--- src/rtl/sm_mult_pkg.sv ---
package sm_mult_pkg;

    // Operand code interpretation
    typedef enum logic {
        FMT_SIGNMAG = 1'b0,
        FMT_TWOS    = 1'b1
    } opnd_fmt_e;

    // Magnitude multiplier structure selectors
    localparam int MULT_OPERATOR = 0;
    localparam int MULT_SHIFTADD = 1;

endpackage

--- src/rtl/sm_operand_cvt.sv ---
module sm_operand_cvt
    import sm_mult_pkg::*;
#(
    parameter int W = 4
) (
    input  opnd_fmt_e      fmt,
    input  logic [W-1:0]   code,
    output logic           sign,
    output logic [W-2:0]   mag
);
    localparam int MW = W - 1;

    logic [MW-1:0] neg_mag;
    logic          is_min;

    // Low bits of the two's complement negation of a negative code
    assign neg_mag = (~code[MW-1:0]) + {{(MW-1){1'b0}}, 1'b1};
    // Most negative code: its magnitude cannot fit in MW bits
    assign is_min  = code[W-1] & ~(|code[MW-1:0]);

    always_comb begin
        sign = code[W-1];
        mag  = code[MW-1:0];
        if (fmt == FMT_TWOS && code[W-1]) begin
            mag = is_min ? {MW{1'b1}} : neg_mag;
        end
    end

endmodule

--- src/rtl/sm_mag_mult.sv ---
module sm_mag_mult
    import sm_mult_pkg::*;
#(
    parameter int MA   = 3,
    parameter int MB   = 4,
    parameter int ARCH = MULT_SHIFTADD
) (
    input  logic [MA-1:0]    a,
    input  logic [MB-1:0]    b,
    output logic [MA+MB-1:0] p
);
    localparam int P = MA + MB;

    logic [P-1:0] a_wide;
    assign a_wide = {{MB{1'b0}}, a};

    generate
        if (ARCH == MULT_OPERATOR) begin : g_operator
            assign p = a_wide * {{MA{1'b0}}, b};
        end else begin : g_shiftadd
            // Running sum of the shifted partial products, one per B bit
            logic [P-1:0] acc [MB+1];
            assign acc[0] = '0;
            for (genvar i = 0; i < MB; i++) begin : g_row
                assign acc[i+1] = acc[i] + (b[i] ? (a_wide << i) : {P{1'b0}});
            end
            assign p = acc[MB];
        end
    endgenerate

endmodule

--- src/rtl/sm_mult.sv ---
module sm_mult
    import sm_mult_pkg::*;
#(
    parameter int WA   = 4,
    parameter int WB   = 5,
    parameter int ARCH = MULT_SHIFTADD
) (
    input  logic                clk,
    input  logic                rst_n,
    input  logic                fmt_twos,
    input  logic [WA-1:0]       a_in,
    input  logic [WB-1:0]       b_in,
    output logic [WA+WB-2:0]    prod_out
);
    localparam int MA = WA - 1;
    localparam int MB = WB - 1;
    localparam int MW = MA + MB;

    typedef struct packed {
        logic          sign;
        logic [MW-1:0] mag;
    } prod_t;

    opnd_fmt_e     fmt;
    logic          sign_a, sign_b;
    logic [MA-1:0] mag_a;
    logic [MB-1:0] mag_b;
    logic [MW-1:0] mag_p;
    prod_t         prod_d, prod_q;

    assign fmt = opnd_fmt_e'(fmt_twos);

    sm_operand_cvt #(.W(WA)) u_cvt_a (
        .fmt  (fmt),
        .code (a_in),
        .sign (sign_a),
        .mag  (mag_a)
    );

    sm_operand_cvt #(.W(WB)) u_cvt_b (
        .fmt  (fmt),
        .code (b_in),
        .sign (sign_b),
        .mag  (mag_b)
    );

    sm_mag_mult #(.MA(MA), .MB(MB), .ARCH(ARCH)) u_mag_mult (
        .a (mag_a),
        .b (mag_b),
        .p (mag_p)
    );

    always_comb begin
        prod_d.mag  = mag_p;
        // A zero magnitude always carries a positive sign
        prod_d.sign = (sign_a ^ sign_b) & (|mag_a) & (|mag_b);
    end

    always_ff @(posedge clk or negedge rst_n) begin
        if (!rst_n) begin
            prod_q <= '0;
        end else begin
            prod_q <= prod_d;
        end
    end

    assign prod_out = prod_q;

endmodule

--- config.mk ---
export PLATFORM = sky130hd
export DESIGN_NAME = sm_mult
export DESIGN_NICKNAME = d
export VERILOG_FILES = /design/src/rtl/sm_mult_pkg.sv /design/src/rtl/sm_operand_cvt.sv /design/src/rtl/sm_mag_mult.sv /design/src/rtl/sm_mult.sv
export SDC_FILE = /design/constraint.sdc
export NUM_CORES = 1
export LEC_CHECK = 0
export BUFFER_PORTS_ARGS = -buffer_cell sky130_fd_sc_hd__buf_2
export CAP_MARGIN = 20
export CORE_MARGIN = 5
export CORE_UTILIZATION = 49
export DETAILED_ROUTE_END_ITERATION = 10
export GPL_TIMING_DRIVEN = 0
export MAX_ROUTING_LAYER = met4
export PLACE_DENSITY = 0.86
export SYNTH_ARGS = -nofsm -noshare
export SYNTH_HDL_FRONTEND = slang
export SYNTH_HIERARCHICAL = 1
export SYNTH_SLANG_ARGS = --single-unit
--- constraint.sdc ---
create_clock -name clk -period 0.8 [get_ports clk]
set_input_delay 0.04 -clock clk [delete_from_list [all_inputs] [get_ports clk]]
set_output_delay 0.04 -clock clk [all_outputs]
set_load 0.02 [all_outputs]
# Word level (Yosys, flattened, before mapping)
# Cells that the tools add are included.
[classes]
n_addsub = 5
mul = 0
div = 0
order_cmp = 0
eq_ne = 0
shift = 0
n_mux = 8
n_bitwise = 9
n_reduce_logical = 6
[op_table]
columns = ["operator", "n"]
rows = [
  ["4-bit 2-to-1 mux", 3],
  ["3-bit 2-to-1 mux", 3],
  ["4-bit OR reduction", 2],
  ["7-bit by 5-bit adder with 7-bit output", 1],
  ["7-bit by 6-bit adder with 7-bit output", 1],
  ["7-bit adder", 1],
  ["6-bit 2-to-1 mux", 1],
  ["3-bit OR reduction", 2],
  ["5-bit 2-to-1 mux", 1],
  ["4-bit by 1-bit adder with 4-bit output, second input constant", 1],
  ["1-bit bitwise AND", 4],
  ["4-bit NOT", 1],
  ["3-bit by 1-bit adder with 3-bit output, second input constant", 1],
  ["3-bit NOT", 1],
  ["1-bit logical AND", 2],
  ["1-bit NOT", 2],
  ["1-bit bitwise XOR", 1],
]
[totals]
regBits = 8
latch_bits = 0
ram_bits = 0
rom_bits = 0
inputBits = 12
output_inout_bits = 8
word_cells = 30
memories = 0

# Depth between registers and ports, before layout
# Gate-level depths: netlist of the first run.
[logic_depth]
depth_word = 9
depth_mapped = 12

# Modules after synthesis
# Netlist of the first run, hierarchy kept.
[by_module_without_submodules]
columns = ["module", "instances", "cells_each", "area_per_inst_um2"]
rows = [
  ["sm_mag_mult", 1, 29, 259.0],
  ["sm_mult", 1, 12, 236.5],
  ["sm_operand_cvt at u_cvt_b", 1, 18, 103.8],
  ["sm_operand_cvt at u_cvt_a", 1, 14, 82.6],
]

# Worst setup path before layout of the first run
# Ideal clock, no wire load.
[synth_path]
path_type = "in2reg"
startpoint = "in a_in[0]"
endpoint = "reg prod_q (netlist bit prod_out[6])"
setup_time_ns = 0.118
t_arrival_ns = 2.340
required_ns = 0.682
slack_ns = -1.658
stages = 11
n_path_buf = 0
cell_sequence = "inv_1 -> ha_1 -> ha_1 -> nor2_1 -> a31oi_1 -> and2_1 -> fa_1 -> ha_1 -> fa_1 -> a21o_1 -> a21o_1"
[synth_between]
elab_chain_len = 9
elab_cells_between_ends = 14
[synth_rtl]
columns = ["item", "line_no", "source"]
rows = [
  ["start: declaration", "sm_mult.sv:11", "input logic [WA-1:0] a_in,"],
  ["parallel branches: the longest is 3 deep, another holds 3-bit by 1-bit adder with 3-bit output", "--", ""],
  ["3-bit 2-to-1 mux *", "sm_operand_cvt.sv:25", "mag = is_min ? {MW{1'b1}} : neg_mag;"],
  ["3-bit 2-to-1 mux *", "sm_operand_cvt.sv:24", "if (fmt == FMT_TWOS && code[W-1]) begin"],
  ["via mag_a[2]", "sm_mult.sv:26", "logic [MA-1:0] mag_a;"],
  ["3-bit 2-to-1 mux or 4-bit 2-to-1 mux (tied branches)", "sm_mag_mult.sv:25", "assign acc[i+1] = acc[i] + (b[i] ? (a_wide << i) : {P{1'b0}});"],
  ["7-bit adder", "sm_mag_mult.sv:25", ""],
  ["7-bit by 5-bit adder with 7-bit output", "sm_mag_mult.sv:25", ""],
  ["7-bit by 6-bit adder with 7-bit output *", "sm_mag_mult.sv:25", ""],
  ["via mag_p[6]", "sm_mult.sv:28", "logic [MW-1:0] mag_p;"],
  ["end signal: assignment", "sm_mult.sv:63", "prod_q <= prod_d;"],
  ["end: declaration", "sm_mult.sv:29", "prod_t prod_d, prod_q;"],
]
# Mark *: on every way through the listed nets, which the timed path passes.

# Final worst setup path of the first run
[layout_path]
startpoint = "in a_in[1]"
endpoint = "reg prod_q (netlist bit prod_out[6])"
# Same word-level chain as after synthesis.

==> results of run 1 <==
==> kinds of logic (layout without fill, tap and decap cells) <==
group,after synthesis,in the layout,synth area share
flip-flops,8,8,0.2936
XOR/XNOR,3,3,0.03854
buffers and inverters,9,41,0.06055
adder cells (fa/ha/maj),12,12,0.2532
AO/OA/AOI/OAI,13,13,0.1248
AND/OR/NAND/NOR,28,28,0.2294
==> routing by layer <==
layer | up-vias | part of all wire
met4 | 0 | 0.017
li1 | 315 | -
met2 | 33 | 0.52
met3 | 4 | 0.071
met1 | 331 | 0.39
met5 | - | 0
==> power by group through the flow <==
stage	registers, uW	clock network, uW	logic [uW]
after floorplan	647	0	331
after global placement	517	0	653
after detailed placement	522	0	681
after CTS	527	316	832
after global routing	553	338	1100
final	546	317	1030
==> timing repair <==
| action | 4_1_cts | 5_1_grt |
|---|---|---|
| endpoints found under the hold margin | 8 | 0 |
| hold buffers | 1 | 0 |
| gates resized for setup | 36 | 13 |
| setup endpoints to repair | 12 | 15 |
| cloned | 0 | 0 |
| setup buffers | 3 | 6 |
| pin swaps | 14 | 9 |
==> placed cells by master (no fill, tap or decap), types with 2 or more instances in the layout <==
cell / count
a31oi_4: 2
and2_4: 3
nor2_4: 2
ha_4: 6
a21oi_1: 2
nor3_2: 2
and2_1: 6
xnor2_1: 2
a21oi_2: 3
buf_6: 9
nand3_1: 2
buf_2: 6
nand2_1: 6
nor3_1: 2
buf_12: 2
dfrtp_1: 8
buf_8: 2
buf_4: 11
a21o_1: 3
ha_1: 2
inv_12: 2
inv_8: 2
fa_1: 2
inv_1: 2
clkbuf_4: 3
==> area by class of cell <==
cell class	count	area (um2)	area share
plain buffers	2	15.01	0.01250
clock buffers	3	22.52	0.01875
inverters	7	66.31	0.05521
multi-input cells	56	599.3	0.4990
flip-flops and latches	8	200.2	0.1667
well taps	15	18.77	0.01563
repair buffers	29	279.0	0.2323
==> stage by stage <==
step	hold slack [ns]	setup TNS, ns	util	std cells
floorplan	-0.2556	-7.027	-	73
global placement	-0.1216	-9.391	0.6913	107
detailed placement	-0.1132	-9.692	0.6913	107
CTS	0.1521	-6.394	0.8356	114
global route	0.1998	-7.219	0.9231	120
finish	0.1901	-6.765	0.9231	120
==> final timing paths <==
path / to / depth (start not counted)
worst max-delay path: prod_out[6] / 12
worst min-delay path: prod_out[1] / 2
max in group asynchronous: prod_out[3] / 2
min in group clk: prod_out[7] / 4
==> worst max-delay path, stage by stage <==
cell,delay [ns]
buf_12,0.09
inv_12,0.03
ha_4,0.15
ha_4,0.27
nor2_4,0.04
a31oi_4,0.22
and2_4,0.18
fa_1,0.39
ha_2,0.21
fa_2,0.34
a21o_1,0.16
a21o_1,0.17
==> impl_metrics.json, run 1 <==
{
  "initial_core_util": 0.5240,
  "synth.area.top_cells": "dfrtp_1 29%, ha_1 17%, fa_1 8.8%",
  "synth_top_cell_by_area": "dfrtp_1",
  "clkPwrFrac": 0.167,
  "dpl_worst_slack_ns": -1.847,
  "layout_min_cycle_time_ns": 2.149,
  "fill_cells": 46,
  "ys_top_cells_by_count": "9 x and2_1, 9 x ha_1, 8 x dfrtp_1, 7 x inv_1, 7 x nand2_1",
  "swShare": 0.3682,
  "insertedDiodeCount": 0,
  "min_path_type": "input port to asynchronous set/reset pin",
  "cap_violations": 0,
  "final-setup-viol-count": 9,
  "slew_violations": 0,
  "area_growth_pct": 76.15,
  "fin_crit_sh": 2.687,
  "crit_required_ns": 0.94,
  "finalNetCount": 131,
  "yosysWarningCount": 6,
  "synthFlopType": "dfrtp_1",
  "synthCells": 73,
  "drt-initial-drc-count": 13,
  "place_area_um2": 899.6,
  "drive_above_1_share": 0.5905,
  "die_w_um": 47.31,
  "seqPwrFrac": 0.288,
  "use_met2": 0.3289,
  "vdd_drop_max_mv": 0.8391,
  "path_class": "input port to flip-flop",
  "fmax_mhz": 465.2,
  "synth-seq-cells": 8,
  "syn_area_um2": 681.9,
  "switchingPower_uw": 697.9,
  "routed_wl_um": 2115,
  "hpwlAfterDp_um": 1217,
  "top_usage_layer": "met2",
  "cts.sinks": 8,
  "comb_power_share": 0.545,
  "outcome": "finished, violations left",
  "die-area_um2": 2238,
  "p_total_uw": 1896,
  "grt_pass1_wl_um": 2615,
  "ios": 20,
  "synthesis.nets": 97,
  "start_kind": "input port",
  "largest_reg_flops": 8,
  "fin_area_um2": 1201,
  "port_buffers": 19,
  "overflow": 0,
  "hold_viol": 0,
  "crit_fanout": 4,
  "grt_pass1_vias": 623,
  "synth_cell_types": 22,
  "fin_ws_ns": -1.349,
  "row_count": 13,
  "cp-startpoint": "a_in[1]",
  "vias_per_cell": 5.692,
  "drc": 0,
  "clk_pin_slew_worst_paths_ns": 0.06,
  "failed_checks": "setup timing",
  "die_h_um": 47.31,
  "worstMarginPinSlew_ns": 0.2575,
  "syn_area_per_cell_um2": 9.341,
  "netlist.area_leader.share": 0.2936,
  "gp_congestion": 0.7163,
  "grt_use_met1": 0.1818,
  "leakagePower_uw": 0.0005607,
  "antenna_found_initial": 0,
  "h-tree-depth": 1,
  "grt_util_met3": 0.01533,
  "cellPowerDensity_nw_per_um2": 1578,
  "cts_made_buffers": 3,
  "coreArea_um2": 1301,
  "grt_usage": 0.1743,
  "synth_edf_count": 0,
  "vias": 683,
  "ys_async_sr_fraction": 1.000,
  "grt_max_degree": 9,
  "wire_per_inst_um": 17.63,
  "internal_power_uw": 1198,
  "relSlewSlack": 0.8283,
  "cts_tree": "yes",
  "rsz0062_at_grt": "yes",
  "critPathArrivalTime_ns": 2.29,
  "clockBufferDepth": 2,
  "firstDrtPassIters": 4,
  "root_buffer": "clkbuf_4",
  "end_kind": "flip-flop",
  "ant_nets": 0,
  "seq_area_frac_synth": 0.2936
}
Note: power is estimated with default switching activity, not from simulation.
==> run 2: changes to the inputs <==
Settings changed: TNS_END_PERCENT set to 30.
==> run 2 against run 1 <==
The flow still finishes with violations (setup timing). Count of clock-buffer cells in the layout unchanged. Critical path depth unchanged. Combinational power shrank 7%. Die area unchanged. Power decreased by 4.5%. Highest routed layer unchanged. Critical path type unchanged. First-iteration DRC count is 7.7% higher. Final area decreased by 3.2%. Sequential power shrank 3%.
==> impl_metrics.json, run 2 (same netlist as run 1, synthesis figures left out) <==
{
  "failed_checks": "setup timing",
  "clockBufferDepth": 2,
  "row_count": 13,
  "fmax_mhz": 445.4,
  "die_w_um": 47.31,
  "grt_pass1_wl_um": 3153,
  "cap_violations": 0,
  "antenna_found_initial": 0,
  "routed_wl_um": 2293,
  "cp-startpoint": "b_in[0]",
  "final-setup-viol-count": 16,
  "worstPathCellList": "buf_8 -> inv_4 -> ha_4 -> nor3b_4 -> nand3_1 -> nand2_1 -> and2_4 -> fa_1 -> ha_4 -> fa_2 -> a21o_1 -> a21o_1",
  "cellPowerDensity_nw_per_um2": 1558,
  "fin_ws_ns": -1.445,
  "drt-initial-drc-count": 14,
  "fin_crit_sh": 2.806,
  "drive_above_1_share": 0.6286,
  "min_path_type": "input port to asynchronous set/reset pin",
  "cts_made_buffers": 3,
  "finalNetCount": 131,
  "port_buffers": 19,
  "ant_nets": 0,
  "hpwlAfterDp_um": 1185,
  "overflow": 0,
  "slowest_delay_ns": 0.43,
  "vdd_drop_max_mv": 0.7297,
  "vias": 708,
  "firstDrtPassIters": 4,
  "rsz0062_at_grt": "yes",
  "final_cell_mix": "12 x buf_4, 12 x buf_2, 8 x dfrtp_1",
  "cts_tree": "yes",
  "critPathArrivalTime_ns": 2.39,
  "ios": 20,
  "end_kind": "flip-flop",
  "leakagePower_uw": 0.0005476,
  "fill_cells": 49,
  "area_growth_pct": 70.46,
  "path_buf_inv": 2,
  "hold_viol": 0,
  "h-tree-depth": 1,
  "post-route-util": 0.8933,
  "layout_min_cycle_time_ns": 2.245,
  "grt_pass1_vias": 726,
  "vias_per_cell": 5.900,
  "root_buffer": "clkbuf_4",
  "crit_cells": 12,
  "crit_family": "adder cells",
  "relSlewSlack": 0.8262,
  "crit_fanout": 4,
  "die_h_um": 47.31,
  "clk_pin_slew_worst_paths_ns": 0.05,
  "grt_usage": 0.2077,
  "path_class": "input port to flip-flop",
  "gp_congestion": 0.7710,
  "dpl_worst_slack_ns": -1.851,
  "start_kind": "input port",
  "coreArea_um2": 1301,
  "worstMarginPinSlew_ns": 0.2585,
  "die-area_um2": 2238,
  "critPathSlowestCell": "fa_1",
  "insertedDiodeCount": 0,
  "crit_required_ns": 0.95,
  "setup_tns_ns": -7.137,
  "drc": 0,
  "wire_per_inst_um": 19.11,
  "initial_core_util": 0.5240,
  "cts.sinks": 8,
  "grt_max_degree": 9,
  "slew_violations": 0,
  "outcome": "finished, violations left",
  "largest_reg_flops": 8
}
[run 2: final cells by class]
type | count | area [um2] | share of cell area
clock buffer | 3 | 22.52 | 0.01938
buffer | 2 | 15.01 | 0.01292
timing repair buffer | 29 | 232.7 | 0.2002
inverter | 7 | 53.80 | 0.04629
tap | 15 | 18.77 | 0.01615
multi-input combinational | 56 | 619.3 | 0.5328
sequential | 8 | 200.2 | 0.1722
[run 2: stage by stage]
stage	std cells	total power, uW	hold slack [ns]	cell area, um2
2_1_floorplan	73	975.0	-0.2556	768.2
5_1_grt	120	1897	0.1808	1162
3_5_place_dp	107	1218	-0.1149	882.1
4_1_cts	117	1667	0.1438	1072
3_3_place_gp	107	1162	-0.1212	882.1
6_report	120	1811	0.1603	1162
[run 2: final timing paths]
path | to | slack (ns)
max in group asynchronous | prod_out[5] | 0.48
max | prod_out[6] | -1.45
min | prod_out[7] | 0.16
min in group clk | prod_out[0] | 0.16
[run 2: per-layer routing]
layer / part of all wire / track usage / up-vias
li1: - / - / 318
met1: 0.36 / 0.2042 / 344
met2: 0.52 / 0.4091 / 35
met3: 0.070 / 0.01149 / 11
met4: 0.045 / 0.08287 / 0
met5: 0 / - / -
[run 2: power by group]
| part | switching [uW] | total (uW) | leakage (uW) | internal (uW) |
|---|---|---|---|---|
| Combinational | 511 | 954 | 0.000435 | 443 |
| Sequential | 33.1 | 529 | 0.0000985 | 496 |
| Clock | 155 | 328 | 0.0000138 | 173 |
[run 2: timing repair]
item | 4_1_cts | 5_1_grt
endpoints found under the setup margin | 15 | 16
hold buffers | 1 | 0
setup buffers | 6 | 3
pin swaps | 19 | 15
endpoints found under the hold margin | 8 | 0
gates resized for setup | 27 | 16
==> run 3: changes to the inputs <==
Settings changed: CORE_UTILIZATION 49 to 50, CTS_BUF_LIST set to sky130_fd_sc_hd__clkbuf_4, PLACE_DENSITY 0.86 to 0.88, REMOVE_ABC_BUFFERS set to 1.
==> run 3 against run 2 <==
The flow still finishes with violations (setup timing). Die area is 1.6% lower. Routed wire length rose by 5.3%. First-iteration DRC count grew 110%. Maximum frequency fell by 0.50%. Combinational power down 4.2%. Largest cell class unchanged. Critical path depth unchanged. Utilization fell by 5.7 points. Final cell count is 1.7% lower.
==> impl_metrics.json, run 3 (same netlist as run 1, synthesis figures left out) <==
{
  "vias": 730,
  "critPathArrivalTime_ns": 2.40,
  "clk_pin_slew_worst_paths_ns": 0.06,
  "min_path_type": "input port to asynchronous set/reset pin",
  "relSlewSlack": 0.8188,
  "wire_per_inst_um": 20.46,
  "coreArea_um2": 1301,
  "cts.sinks": 8,
  "grt_usage": 0.2056,
  "cts_made_buffers": 3,
  "overflow": 0,
  "die_w_um": 46.93,
  "cts_tree": "yes",
  "drive_above_1_share": 0.5922,
  "setup_tns_ns": -7.549,
  "die-area_um2": 2202,
  "crit_fanout": 5,
  "initial_core_util": 0.5240,
  "drc": 0,
  "routed_wl_um": 2414,
  "firstDrtPassIters": 4,
  "grt_use_met1": 0.2075,
  "final_common_cell": "buf_2",
  "multi_input_area_um2": 605.6,
  "top_usage_layer": "met2",
  "die_h_um": 46.93,
  "hpwlAfterDp_um": 1169,
  "leakagePower_uw": 0.0005178,
  "final_cell_mix": "14 x buf_2, 9 x buf_4, 8 x dfrtp_1",
  "finalNetCount": 129,
  "p_total_uw": 1731,
  "row_count": 13,
  "failed_checks": "setup timing",
  "clockBufferDepth": 2,
  "cap_violations": 0,
  "insertedDiodeCount": 0,
  "place_area_um2": 780.7,
  "grt_pass1_vias": 720,
  "port_buffers": 19,
  "fill_cells": 64,
  "rsz0062_at_grt": "yes",
  "end_kind": "flip-flop",
  "h-tree-depth": 1,
  "fin_crit_sh": 2.820,
  "path_class": "input port to flip-flop",
  "root_buffer": "clkbuf_4",
  "regArea_um2": 200.2,
  "antenna_found_initial": 0,
  "fmax_mhz": 443.2,
  "ant_nets": 0,
  "vias_per_cell": 6.186,
  "hold_viol": 0,
  "crit_required_ns": 0.94,
  "outcome": "finished, violations left",
  "numPlacedInstances": 105,
  "fin_area_um2": 1089,
  "drt-initial-drc-count": 29,
  "start_kind": "input port",
  "cellPowerDensity_nw_per_um2": 1590,
  "worstMarginPinSlew_ns": 0.2690,
  "gp_congestion": 0.8346,
  "largest_reg_flops": 8,
  "use_met2": 0.3767,
  "grt_pass1_wl_um": 3063,
  "vdd_drop_max_mv": 0.8630,
  "final-setup-viol-count": 9,
  "fin_ws_ns": -1.456,
  "layout_min_cycle_time_ns": 2.256,
  "stdcell_count": 118,
  "grt_max_degree": 9,
  "ios": 20,
  "grt_util_met3": 0.01149,
  "area_growth_pct": 59.63,
  "slew_violations": 0
}
run 3: worst paths after layout:
check                      startpoint          end  slack, ns  cells past startpoint
setup / recovery              a_in[0]  prod_out[6]      -1.46                     12
hold / removal                  rst_n  prod_out[3]       0.17                      2
max in group asynchronous       rst_n  prod_out[0]       0.46                      2
min in group clk              b_in[4]  prod_out[7]       0.24                      3
run 3: cell type report:
type	instances	area share
Clock buffer	3	0.02069
Inverter	7	0.03103
Multi-Input combinational cell	56	0.5563
Sequential cell	8	0.1839
Tap cell	15	0.01724
Timing Repair Buffer	29	0.1908
run 3: critical path, stage by stage:
cell	delay, ns
buf_6	0.09
inv_2	0.06
ha_4	0.13
ha_4	0.14
nor2_1	0.06
a31oi_2	0.29
nand2_1	0.14
fa_1	0.60
inv_2	0.08
fa_2	0.41
a21o_1	0.19
a21o_1	0.16
run 3: stage by stage:
stage	util	setup WS (ns)	hold slack (ns)
6_report	0.8365	-1.456	0.1699
5_1_grt	0.8365	-1.502	0.1981
4_1_cts	0.7769	-1.381	0.1454
3_5_place_dp	0.6000	-2.046	-0.1148
3_3_place_gp	0.6000	-1.946	-0.1213
2_1_floorplan	-	-1.658	-0.2556
run 3: power by group:
group | switching, uW | internal, uW | total (uW)
combinational | 516 | 397 | 914
clock | 131 | 171 | 303
sequential | 20.6 | 495 | 515
total | 668 | 1060 | 1730
run 3: routing by layer:
metal / routed length, um / part of all wire / vias to the layer above
met3: 152 / 0.063 / 16
met2: 1308 / 0.54 / 49
li1: - / - / 312
met5: 0 / 0 / -
met4: 133 / 0.055 / 0
met1: 819 / 0.34 / 353
run 3: what timing repair did:
action | CTS | global route
pin swaps | 21 | 16
endpoints found under the setup margin | 10 | 16
buffers inserted | 7 | 2
hold buffers | 1 | 0
endpoints found under the hold margin | 8 | 0
resized for setup | 31 | 12
